[config.mk]
export PLATFORM = sky130hd
export DESIGN_NAME = page_xlate_unit
export DESIGN_NICKNAME = d
export VERILOG_FILES = /design/src/rtl/pxu_pkg.sv /design/src/rtl/pxu_cfg_regs.sv /design/src/rtl/pxu_pte_decode.sv /design/src/rtl/pxu_walk_fsm.sv /design/src/rtl/page_xlate_unit.sv
export SDC_FILE = /design/constraint.sdc
export NUM_CORES = 1
export LEC_CHECK = 0
export BUFFER_PORTS_ARGS = -buffer_cell sky130_fd_sc_hd__buf_2
export CORE_MARGIN = 10
export CORE_UTILIZATION = 55
export DETAILED_ROUTE_END_ITERATION = 6
export GPL_TIMING_DRIVEN = 0
export PLACE_DENSITY = 0.9
export SKIP_CTS_REPAIR_TIMING = 1
export SLEW_MARGIN = 20
export SYNTH_ARGS = -nofsm -noshare
export SYNTH_HDL_FRONTEND = slang
export SYNTH_SLANG_ARGS = --single-unit
[constraint.sdc]
create_clock -name clk -period 3.5 [get_ports clk]
set_clock_uncertainty 0.05 [all_clocks]
set_input_delay 1.05 -clock clk [delete_from_list [all_inputs] [get_ports clk]]
set_output_delay 1.05 -clock clk [all_outputs]
set_load 0.02 [all_outputs]
[src/rtl/pxu_pkg.sv]
package pxu_pkg;

    typedef enum logic [1:0] {
        ST_IDLE  = 2'd0,
        ST_ISSUE = 2'd1,
        ST_WAIT  = 2'd2,
        ST_DONE  = 2'd3
    } walk_state_e;

    typedef enum logic [1:0] {
        SEL_MODE   = 2'd0,
        SEL_ORIGIN = 2'd1,
        SEL_LENGTH = 2'd2,
        SEL_NONE   = 2'd3
    } cfg_sel_e;

endpackage

[src/rtl/pxu_cfg_regs.sv]
module pxu_cfg_regs #(
    parameter int AW    = 32,
    parameter int LEN_W = 21
) (
    input  logic             clk,
    input  logic             rst_n,
    input  logic             cfg_we,
    input  logic [1:0]       cfg_sel,
    input  logic [AW-1:0]    cfg_wdata,
    input  logic             busy,
    output logic             mode_q,
    output logic [AW-1:0]    origin_q,
    output logic [LEN_W-1:0] length_q
);
    import pxu_pkg::*;

    typedef struct packed {
        logic             mode;
        logic [AW-1:0]    origin;
        logic [LEN_W-1:0] length;
    } cfg_t;

    cfg_t cfg_d, cfg_q;
    logic wr_ok;

    assign wr_ok = cfg_we && !busy;

    always_comb begin
        cfg_d = cfg_q;
        if (wr_ok) begin
            case (cfg_sel_e'(cfg_sel))
                SEL_MODE:   cfg_d.mode   = cfg_wdata[0];
                SEL_ORIGIN: cfg_d.origin = cfg_wdata;
                SEL_LENGTH: cfg_d.length = cfg_wdata[LEN_W-1:0];
                default:    cfg_d        = cfg_q;
            endcase
        end
    end

    always_ff @(posedge clk or negedge rst_n) begin
        if (!rst_n) cfg_q <= '0;
        else        cfg_q <= cfg_d;
    end

    assign mode_q   = cfg_q.mode;
    assign origin_q = cfg_q.origin;
    assign length_q = cfg_q.length;

    AST_CFG_FROZEN: assert property (@(posedge clk) disable iff (!rst_n)
        busy |=> $stable(cfg_q));

endmodule

[src/rtl/pxu_pte_decode.sv]
module pxu_pte_decode #(
    parameter int AW   = 32,
    parameter int BX_W = 12
) (
    input  logic [AW-1:0]   entry,
    input  logic [BX_W-1:0] bx,
    output logic            hit,
    output logic [AW-1:0]   paddr
);
    localparam int V_BIT = BX_W - 1;

    logic unused_low;

    assign hit        = entry[V_BIT];
    assign paddr      = {entry[AW-1:BX_W], bx};
    assign unused_low = ^entry[V_BIT-1:0];

endmodule

[src/rtl/pxu_walk_fsm.sv]
module pxu_walk_fsm #(
    parameter int AW    = 32,
    parameter int BX_W  = 12,
    parameter int LEN_W = 21
) (
    input  logic             clk,
    input  logic             rst_n,
    input  logic             mode,
    input  logic [AW-1:0]    origin,
    input  logic [LEN_W-1:0] length,
    input  logic             req_valid,
    output logic             req_ready,
    input  logic [AW-1:0]    req_vaddr,
    output logic             rsp_valid,
    input  logic             rsp_ready,
    output logic [AW-1:0]    rsp_paddr,
    output logic             rsp_fault,
    output logic             tbl_rd_en,
    output logic [AW-1:0]    tbl_rd_addr,
    output logic [BX_W-1:0]  bx_q,
    input  logic             pte_hit,
    input  logic [AW-1:0]    pte_paddr,
    output logic             busy
);
    import pxu_pkg::*;

    localparam int PX_W = AW - BX_W;

    typedef struct packed {
        walk_state_e     st;
        logic [BX_W-1:0] bx;
        logic [AW-1:0]   rd_addr;
        logic [AW-1:0]   paddr;
        logic            fault;
    } walk_t;

    walk_t w_d, w_q;
    logic [PX_W-1:0] px;
    logic            px_oob;

    assign px     = req_vaddr[AW-1:BX_W];
    assign px_oob = LEN_W'(px) >= length;

    always_comb begin
        w_d = w_q;
        case (w_q.st)
            ST_IDLE: begin
                if (req_valid) begin
                    w_d.bx = req_vaddr[BX_W-1:0];
                    if (!mode) begin
                        w_d.paddr = req_vaddr;
                        w_d.fault = 1'b0;
                        w_d.st    = ST_DONE;
                    end else if (px_oob) begin
                        w_d.paddr = '0;
                        w_d.fault = 1'b1;
                        w_d.st    = ST_DONE;
                    end else begin
                        w_d.rd_addr = origin + AW'(px);
                        w_d.st      = ST_ISSUE;
                    end
                end
            end
            ST_ISSUE: w_d.st = ST_WAIT;
            ST_WAIT: begin
                w_d.paddr = pte_hit ? pte_paddr : '0;
                w_d.fault = !pte_hit;
                w_d.st    = ST_DONE;
            end
            ST_DONE: if (rsp_ready) w_d.st = ST_IDLE;
            default: w_d.st = ST_IDLE;
        endcase
    end

    always_ff @(posedge clk or negedge rst_n) begin
        if (!rst_n) w_q <= '0;
        else        w_q <= w_d;
    end

    assign req_ready   = (w_q.st == ST_IDLE);
    assign busy        = (w_q.st != ST_IDLE);
    assign tbl_rd_en   = (w_q.st == ST_ISSUE);
    assign tbl_rd_addr = w_q.rd_addr;
    assign rsp_valid   = (w_q.st == ST_DONE);
    assign rsp_paddr   = w_q.paddr;
    assign rsp_fault   = w_q.fault;
    assign bx_q        = w_q.bx;

    AST_RSP_HOLD: assert property (@(posedge clk) disable iff (!rst_n)
        rsp_valid && !rsp_ready |=> rsp_valid && $stable(rsp_paddr) && $stable(rsp_fault));
    AST_READY_ONLY_IDLE: assert property (@(posedge clk) disable iff (!rst_n)
        req_ready |-> !rsp_valid && !tbl_rd_en);
    AST_READ_AFTER_ACCEPT: assert property (@(posedge clk) disable iff (!rst_n)
        tbl_rd_en |-> $past(req_valid && req_ready && mode));
    AST_FAULT_NO_ADDR: assert property (@(posedge clk) disable iff (!rst_n)
        rsp_valid && rsp_fault |-> rsp_paddr == '0);

endmodule

[src/rtl/page_xlate_unit.sv]
module page_xlate_unit #(
    parameter int AW   = 32,
    parameter int BX_W = 12
) (
    input  logic          clk,
    input  logic          rst_n,
    input  logic          cfg_we,
    input  logic [1:0]    cfg_sel,
    input  logic [AW-1:0] cfg_wdata,
    input  logic          req_valid,
    output logic          req_ready,
    input  logic [AW-1:0] req_vaddr,
    output logic          rsp_valid,
    input  logic          rsp_ready,
    output logic [AW-1:0] rsp_paddr,
    output logic          rsp_fault,
    output logic          tbl_rd_en,
    output logic [AW-1:0] tbl_rd_addr,
    input  logic [AW-1:0] tbl_rd_data
);
    localparam int PX_W  = AW - BX_W;
    localparam int LEN_W = PX_W + 1;

    logic             mode_q;
    logic [AW-1:0]    origin_q;
    logic [LEN_W-1:0] length_q;
    logic             busy;
    logic [BX_W-1:0]  bx_q;
    logic             pte_hit;
    logic [AW-1:0]    pte_paddr;

    pxu_cfg_regs #(.AW(AW), .LEN_W(LEN_W)) u_cfg (
        .clk      (clk),
        .rst_n    (rst_n),
        .cfg_we   (cfg_we),
        .cfg_sel  (cfg_sel),
        .cfg_wdata(cfg_wdata),
        .busy     (busy),
        .mode_q   (mode_q),
        .origin_q (origin_q),
        .length_q (length_q)
    );

    pxu_pte_decode #(.AW(AW), .BX_W(BX_W)) u_dec (
        .entry(tbl_rd_data),
        .bx   (bx_q),
        .hit  (pte_hit),
        .paddr(pte_paddr)
    );

    pxu_walk_fsm #(.AW(AW), .BX_W(BX_W), .LEN_W(LEN_W)) u_walk (
        .clk        (clk),
        .rst_n      (rst_n),
        .mode       (mode_q),
        .origin     (origin_q),
        .length     (length_q),
        .req_valid  (req_valid),
        .req_ready  (req_ready),
        .req_vaddr  (req_vaddr),
        .rsp_valid  (rsp_valid),
        .rsp_ready  (rsp_ready),
        .rsp_paddr  (rsp_paddr),
        .rsp_fault  (rsp_fault),
        .tbl_rd_en  (tbl_rd_en),
        .tbl_rd_addr(tbl_rd_addr),
        .bx_q       (bx_q),
        .pte_hit    (pte_hit),
        .pte_paddr  (pte_paddr),
        .busy       (busy)
    );

    AST_BYPASS_NO_READ: assert property (@(posedge clk) disable iff (!rst_n)
        req_valid && req_ready && !mode_q |=> !tbl_rd_en);
    AST_OOB_NO_READ: assert property (@(posedge clk) disable iff (!rst_n)
        req_valid && req_ready && mode_q && (LEN_W'(req_vaddr[AW-1:BX_W]) >= length_q)
        |=> !tbl_rd_en && rsp_valid && rsp_fault);

endmodule

# Word level (Yosys, flattened, before mapping)
# Cells that the tools add are included.
# word_totals
reg_bits	133
input_bits	103
wordCells	44
output_inout_bits	68
# op_classes
mux	11
n_bitwise	1
n_reduce_logical	14
add_sub_neg	1
eq_ne	8
magnitude_cmp	1
# ops
op	n
$mux W32	3
$mux W79	1
$mux W33	2
$pmux W33 S2	1
$add A32 B20 Y32	1
$ge A20 B21 Y1	1
$reduce_and A2 Y1	5
$pmux W2 S4	1
$eq A2 B2 Y1 const B	3
$mux W2	3
$eq A2 B1 Y1 const B	2
$logic_not A2 Y1	2
$reduce_and A4 Y1	1
$reduce_bool A2 Y1	2
$ne A3 B2 Y1 const B	1
$reduce_and A3 Y1	1
$logic_not A1 Y1	2
$ne A2 B1 Y1 const B	1
$ne A2 B2 Y1 const B	1
$logic_and A1 B1 Y1	1
$not A1 Y1	1

# Logic depth before layout (Yosys ltp)
# Gate-level depths: netlist (run 1).
# depth
ltp_word	5
depth_mapped	11
depth_no_buf	10

# By module
# A second synthesis (run 1) with hierarchy kept.
# unflattened
hier_cells	788
area_unflattened_um2	8592.0
# modules_own_cells
module	area_per_inst_um2	seq_area_each_um2	cells_per_inst	instances
pxu_walk_fsm	6158.4	1976.9	638	1
pxu_cfg_regs	2185.8	1351.3	117	1
pxu_pte_decode	247.7	0.0	33	1

# Worst setup path after synthesis (run 1)
# Ideal clock, no wire load.
# synth_timing
kind	input port to flip-flop
from	input port req_vaddr[12]
to	register u_walk.w_q (netlist bit u_walk.tbl_rd_addr[16])
path_buffers	0
path_stages	10
t_arrival_ns	3.045
setup_time_ns	0.134
required_ns	3.316
setup_slack_ns	0.271
cell_sequence	ha_1 fa_1 a21oi_1 o211ai_1 a221oi_1 o21ai_0 a21o_1 a21oi_1 xor2_1 o21ai_0
# synth_via
elab_chain_len	3
elab_cells_between_ends	4
classes_between	add/sub (1); order compare (1); bitwise (1); reduce/logical (1)
# synth_lines
item	line	text
from (decl)	page_xlate_unit.sv:12	input logic [AW-1:0] req_vaddr,
$ge A20 B21 Y1	pxu_walk_fsm.sv:42	assign px_oob = LEN_W'(px) >= length;
$not A1 Y1 (no line)	--	
$reduce_and A4 Y1 (no line)	--	
to (signal assigned)	pxu_walk_fsm.sv:77	else w_q <= w_d;
to (decl)	pxu_walk_fsm.sv:37	walk_t w_d, w_q;
# Parallel ways exist; a longest one is shown, timed or not.
# A chain may end at the register's enable or synchronous reset.

# Worst setup path after layout (run 1)
# layout_timing
from	input port req_vaddr[24]
to	register u_walk.w_q (netlist bit u_walk.tbl_rd_addr[1])
# layout_via
elab_chain_len	3
# layout_lines
item	line
$ge A20 B21 Y1	pxu_walk_fsm.sv:42
$not A1 Y1 (no line)	--
$reduce_and A4 Y1 (no line)	--
# No other way between the ends.

==> results of run 1 <==
## routing by layer
layer	track usage	part of all wire	up-vias	wire, um
met3	0.0583	0.090	51	1830
met2	0.357	0.48	271	9770
li1	-	-	2908	-
met4	0.0978	0.033	0	666
met5	0	0	-	0
met1	0.255	0.39	3025	7920
## through the flow
step | cells | worst slack (ns) | setup TNS (ns) | power [mW]
floorplan | 736 | 0.271 | 0 | 6.07
global placement | 1071 | -0.370 | -53.13 | 7.09
detailed placement | 1072 | -0.309 | -8.02 | 7.33
CTS | 1104 | 0.141 | 0 | 9.19
global route | 1104 | 0.0403 | 0 | 9.81
finish | 1104 | 0.138 | 0 | 9.19
## state kept, by name (all words and copies together) (netlist names)
name                cells
u_walk.tbl_rd_addr     32
u_cfg.origin_q         32
u_walk.bx_q            12
u_cfg.mode_q            1
u_walk.rsp_paddr       32
u_walk.w_q              2
u_cfg.length_q         21
u_walk.rsp_fault        1
## layout make-up
cell class,instances,area [um^2],share of cell area
buffer,102,667,0.0723
tap,176,220,0.0239
inverter,34,128,0.0138
clock inverter,11,151,0.0164
clock buffer,21,450,0.0488
timing repair buffer,160,833,0.0904
multi-input combinational,467,3440,0.373
sequential,133,3330,0.361
## power by group
group,internal (mW),switching [mW]
clock,1.14,0.665
sequential,2.30,0.497
combinational,2.07,2.52
total,5.51,3.68
## worst paths after layout
check	cells after the start	slack, ns	end	from
setup / recovery	10	0.14	u_walk.tbl_rd_addr[1]	req_vaddr[24]
hold / removal	2	0.43	u_walk.tbl_rd_addr[4]	u_walk.tbl_rd_addr[4]
setup reg to reg	10	0.54	u_walk.tbl_rd_addr[1]	u_cfg.length_q[12]
hold reg to reg	2	0.43	u_walk.tbl_rd_addr[4]	u_walk.tbl_rd_addr[4]
max in group asynchronous	2	2.19	u_walk.rsp_paddr[29]	rst_n
min in group asynchronous	1	0.46	u_walk.rsp_paddr[20]	rst_n
## placed cells by master (no fill, tap or decap), types with 9 or more instances in the layout
cell type	netlist	layout
inv_1	34	34
mux2_2	69	69
ha_1	44	44
clkbuf_16	0	17
xor2_1	16	16
o21ai_0	37	37
dfrtp_1	133	133
nand2_1	42	42
a21o_1	11	11
nor2_1	46	46
nand3_1	12	12
nand4_1	9	9
buf_2	8	166
a21oi_1	61	61
a22oi_1	33	33
buf_4	67	67
clkbuf_1	24	27
## worst reg2reg max path, delay by kind of cell (launching register included)
kind / cells / cell delay [ns]
flip-flops: 1 / 0.34
buffers and inverters: 2 / 0.37
AO/OA/AOI/OAI: 3 / 0.54
adder cells (fa/ha/maj): 1 / 0.32
AND/OR/NAND/NOR: 3 / 0.86
multiplexers: 1 / 0.37
## logic make-up (layout without fill, tap and decap cells)
group,after synthesis,in the layout,synth area share
adders and majority gates,45,45,0.0755
DFF,133,133,0.441
and+or+nand+nor,142,142,0.0901
muxes,71,71,0.106
xor gates and xnor gates,24,24,0.0278
buffers and inverters,136,328,0.105
AOI/OAI and AO/OA,185,185,0.155
==> impl_metrics.json, run 1 <==
{
  "yosysTopAreaCell": "dfrtp_1",
  "num_vias": 6255,
  "start_util": 0.566,
  "setup_viol_count_final": 0,
  "peakVddDrop_v": 0.000526,
  "synth_area_mm2": 0.00755,
  "finalMaxSlewViolations": 0,
  "postRouteWirelength_um": 20200,
  "final_util": 0.691,
  "worstPathArrival_ns": 3.63,
  "slowest_delay_ns": 0.51,
  "fmax_mhz": 297,
  "timing.final.crit_period_ns": 3.36,
  "slowest_stage": "or4_1",
  "die_area_mm2": 0.0188,
  "hp-class": "flop to flop",
  "ys.flop_type": "dfrtp_1",
  "yosysMostFrequentCell": "dfrtp_1",
  "min_period_over_period": 0.960,
  "coreArea_mm2": 0.0133,
  "wl_per_cell_um": 18.3,
  "synth_edf_count": 0,
  "nFillCells": 958,
  "clkTransAtPathRegs_ns": 0.06,
  "fin_nets": 1063,
  "maxSlewHeadroom": 0.547,
  "synth_seq_area_share": 0.441,
  "rsz0062_at_grt": "no",
  "ys_async_sr_fraction": 1.00,
  "cp_max_fo": 10,
  "critPathKind": "input pin to flop",
  "cts_tree": "built",
  "die_height_um": 137,
  "synth_area_leaders": "dfrtp_1 44%, mux2_2 10%, ha_1 7.3%, buf_4 6.7%, a21oi_1 4.0%",
  "clk_path_buf_depth": 2,
  "diodes": 0,
  "synth_cells": 736,
  "cts_buffers": 17,
  "p_leak_nw": 4.52,
  "ant_nets": 0,
  "dp_hpwl_um": 15600,
  "grt_util_all_layers": 0.215,
  "worstSetupStartpointType": "input pin",
  "htree_levels": 4,
  "crit_top_cell": "buf_2",
  "place_area_mm2": 0.00861,
  "gp_congestion": 0.924,
  "overflow": 0,
  "synth_seq_cells": 133,
  "path_cells": "buf_2 > ha_1 > nand4_1 > or4_1 > a211o_1 > o2111ai_1 > a21oi_4 > nand3_2 > buf_2 > mux2_2",
  "grt_max_degree": 80,
  "grt_pass1_wl_um": 31600,
  "synth_commonest_cells": "133 x dfrtp_1, 69 x mux2_2, 67 x buf_4",
  "area_delta_synth_final_pct": 22.1,
  "syn_nets": 884,
  "maxCapViolCount": 0,
  "io_buffers": 159,
  "avgSynthCellArea_um2": 10.3,
  "fp.dieW_um": 137,
  "finalHoldViolCount": 0,
  "design_area_mm2": 0.00922,
  "cp-end-kind": "flop",
  "antenna_found_initial": 0,
  "cts_root_buf": "clkbuf_16",
  "cts_sinks": 133,
  "power_density_mw_per_mm2": 997,
  "drive_gt1_frac": 0.370,
  "drt_first_iter_violations": 360,
  "grt_pass1_vias": 6241,
  "hold_slack_ns": 0.427,
  "ios": 171,
  "num_rows": 42,
  "worstSkewPairLatency_ns": 0.43,
  "synth_cell_types": 59,
  "drc": 0,
  "viasPerCell": 5.67,
  "tightest_slew_ns": 0.679,
  "worst-endpoint-required_ns": 3.77,
  "crit_family": "simple AND/OR/NAND/NOR gates",
  "status": "completed",
  "cp_num_buf_inv": 2,
  "synth_top_area_share": 0.441,
  "yosysWarnings": 0,
  "drt_first_pass_iters": 5
}
Power figures use the tool's default switching activity.
==> run 2: changes to the inputs <==
--- a/config.mk
+++ b/config.mk
@@ -10,7 +10,5 @@
 export CORE_UTILIZATION = 55
 export DETAILED_ROUTE_END_ITERATION = 6
-export GPL_TIMING_DRIVEN = 0
 export PLACE_DENSITY = 0.9
-export SKIP_CTS_REPAIR_TIMING = 1
 export SLEW_MARGIN = 20
 export SYNTH_ARGS = -nofsm -noshare
==> constraint.sdc (replaced) <==
create_clock -name clk -period 3.5 [get_ports clk]
set_clock_uncertainty 0.05 [all_clocks]
set_input_delay 0.875 -clock clk [delete_from_list [all_inputs] [get_ports clk]]
set_output_delay 0.875 -clock clk [all_outputs]
set_load 0.02 [all_outputs]
==> run 2 against run 1 <==
Critical path depth up 1. Sequential share of layout area is 2.0 points higher. Clock power is 2% higher. Global-route usage fell by 0.38 points. Worst hold slack got worse by 0.16 ns. Routed wire length down 0.85%. Count of clock-buffer cells in the layout fell by 2. Combinational power shrank 8.5%. Cell count shrank 7.2%. Die area unchanged. Critical endpoint is now u_walk.tbl_rd_addr[3]. Largest power group unchanged.
==> impl_metrics.json, run 2 (same netlist as run 1, synthesis figures left out) <==
{
  "status": "completed",
  "worst-endpoint-required_ns": 3.75,
  "critPathKind": "input pin to flop",
  "p_leak_nw": 4.22,
  "power_density_mw_per_mm2": 1010,
  "drt_first_iter_violations": 422,
  "setup_viol_count_final": 0,
  "hp-class": "input pin to asynchronous set/reset pin",
  "io_buffers": 159,
  "fin_nets": 981,
  "maxCapViolCount": 0,
  "start_util": 0.566,
  "slowest_stage": "a21oi_2",
  "holdBufCountCts": 0,
  "post_cts_resized": 0,
  "cts_root_buf": "clkbuf_16",
  "fp.dieW_um": 137,
  "final_cell_mix": "158 x buf_2, 133 x dfrtp_1, 69 x mux2_2",
  "overflow": 0,
  "drive_gt1_frac": 0.339,
  "viasPerCell": 5.87,
  "area_delta_synth_final_pct": 15.7,
  "post_cts_buffers": 0,
  "fmax_mhz": 326,
  "path_cells": "buf_2 > ha_1 > a21o_1 > a211o_1 > o21ai_0 > o2111ai_1 > a21oi_2 > nand3_2 > buf_4 > buf_4 > o21ai_0",
  "tightest_slew_ns": 0.684,
  "dp_worst_setup_slack_ns": 0.116,
  "num_vias": 6021,
  "gp_congestion": 0.861,
  "finalMaxSlewViolations": 0,
  "htree_levels": 4,
  "cts_buffers": 17,
  "grt_util_all_layers": 0.211,
  "worstSetupStartpointType": "input pin",
  "grt_max_degree": 59,
  "ios": 171,
  "grt_pass1_vias": 5925,
  "cts_sinks": 133,
  "timing.final.crit_period_ns": 3.06,
  "cts_tree": "built",
  "dp_hpwl_um": 14400,
  "rsz0062_at_grt": "no",
  "die_height_um": 137,
  "clkTransAtPathRegs_ns": 0.06,
  "ant_nets": 0,
  "grt_pass1_wl_um": 31100,
  "cp_max_fo": 12,
  "cp-end-kind": "flop",
  "peakVddDrop_v": 0.000508,
  "postRouteWirelength_um": 20000,
  "worstPathArrival_ns": 3.32,
  "clk_path_buf_depth": 2,
  "worstSkewPairLatency_ns": 0.42,
  "coreArea_mm2": 0.0133,
  "final_common_cell": "buf_2",
  "tns_ns": 0,
  "min_period_over_period": 0.876,
  "num_rows": 42,
  "finalHoldViolCount": 0,
  "worst_slack_ns": 0.435,
  "maxSlewHeadroom": 0.543,
  "drc": 0,
  "drt_first_pass_iters": 5,
  "die_area_mm2": 0.0188,
  "slowest_delay_ns": 0.36,
  "wl_per_cell_um": 19.5,
  "antenna_found_initial": 3
}
## run 2: changes by cell type in the layout (fill, tap and decap cells not counted), moves of 3 or more
cell	previous run	this run
buf_12	0	4
inv_6	1	5
clkbuf_1	27	1
diode_2	0	3
buf_4	67	18
buf_6	3	0
buf_2	166	158
## run 2: critical path, delay by kind of cell
family / cells / cell delay (ns)
AOI/OAI and AO/OA: 6 / 1.45
adders and majority gates: 1 / 0.31
buffers and inverters: 3 / 0.50
and+or+nand+nor: 1 / 0.19
## run 2: metrics by stage
step | utilization | power, mW | instance area (um^2) | hold WS, ns | cells
after floorplan | - | 6.07 | 7550 | 0.401 | 736
after global placement | 0.608 | 6.64 | 8120 | 0.407 | 990
after detailed placement | 0.608 | 6.86 | 8120 | 0.416 | 990
after CTS | 0.654 | 8.81 | 8730 | 0.271 | 1022
after global routing | 0.654 | 9.38 | 8730 | 0.265 | 1022
final | 0.655 | 8.83 | 8740 | 0.269 | 1025
## run 2: layout make-up
class	instances	area, um^2
Fill cell	945	4610
Multi-Input combinational cell	467	3440
Sequential cell	133	3330
Timing Repair Buffer	180	1010
Clock buffer	19	443
Tap cell	176	220
Clock inverter	13	170
Inverter	34	128
Antenna cell	3	7.51
## run 2: power breakdown
part           internal [mW]  switching, mW  leakage [nW]
logic                   1.75           2.45          2.30
registers               2.30          0.482          1.63
clock network           1.15          0.693         0.291
## run 2: worst paths after layout
check,slack [ns],cells past startpoint,start,end
worst max-delay path,0.44,11,req_vaddr[20],u_walk.tbl_rd_addr[3]
worst min-delay path,0.27,1,rst_n,u_walk.rsp_paddr[18]
worst max register to register,0.64,11,u_cfg.length_q[8],u_walk.tbl_rd_addr[3]
worst min register to register,0.42,2,u_walk.tbl_rd_addr[13],u_walk.tbl_rd_addr[13]
max in group asynchronous,2.41,2,rst_n,u_walk.tbl_rd_addr[25]
min in group clk,0.42,2,u_walk.tbl_rd_addr[13],u_walk.tbl_rd_addr[13]
## run 2: layer usage
metal  global-route usage  up-vias  wire, um
met4               0.0790        2       636
met5                    0        -        11
met2                0.345      287      9490
met1                0.255     2916      7950
li1                     -     2755         -
met3               0.0692       61      1920
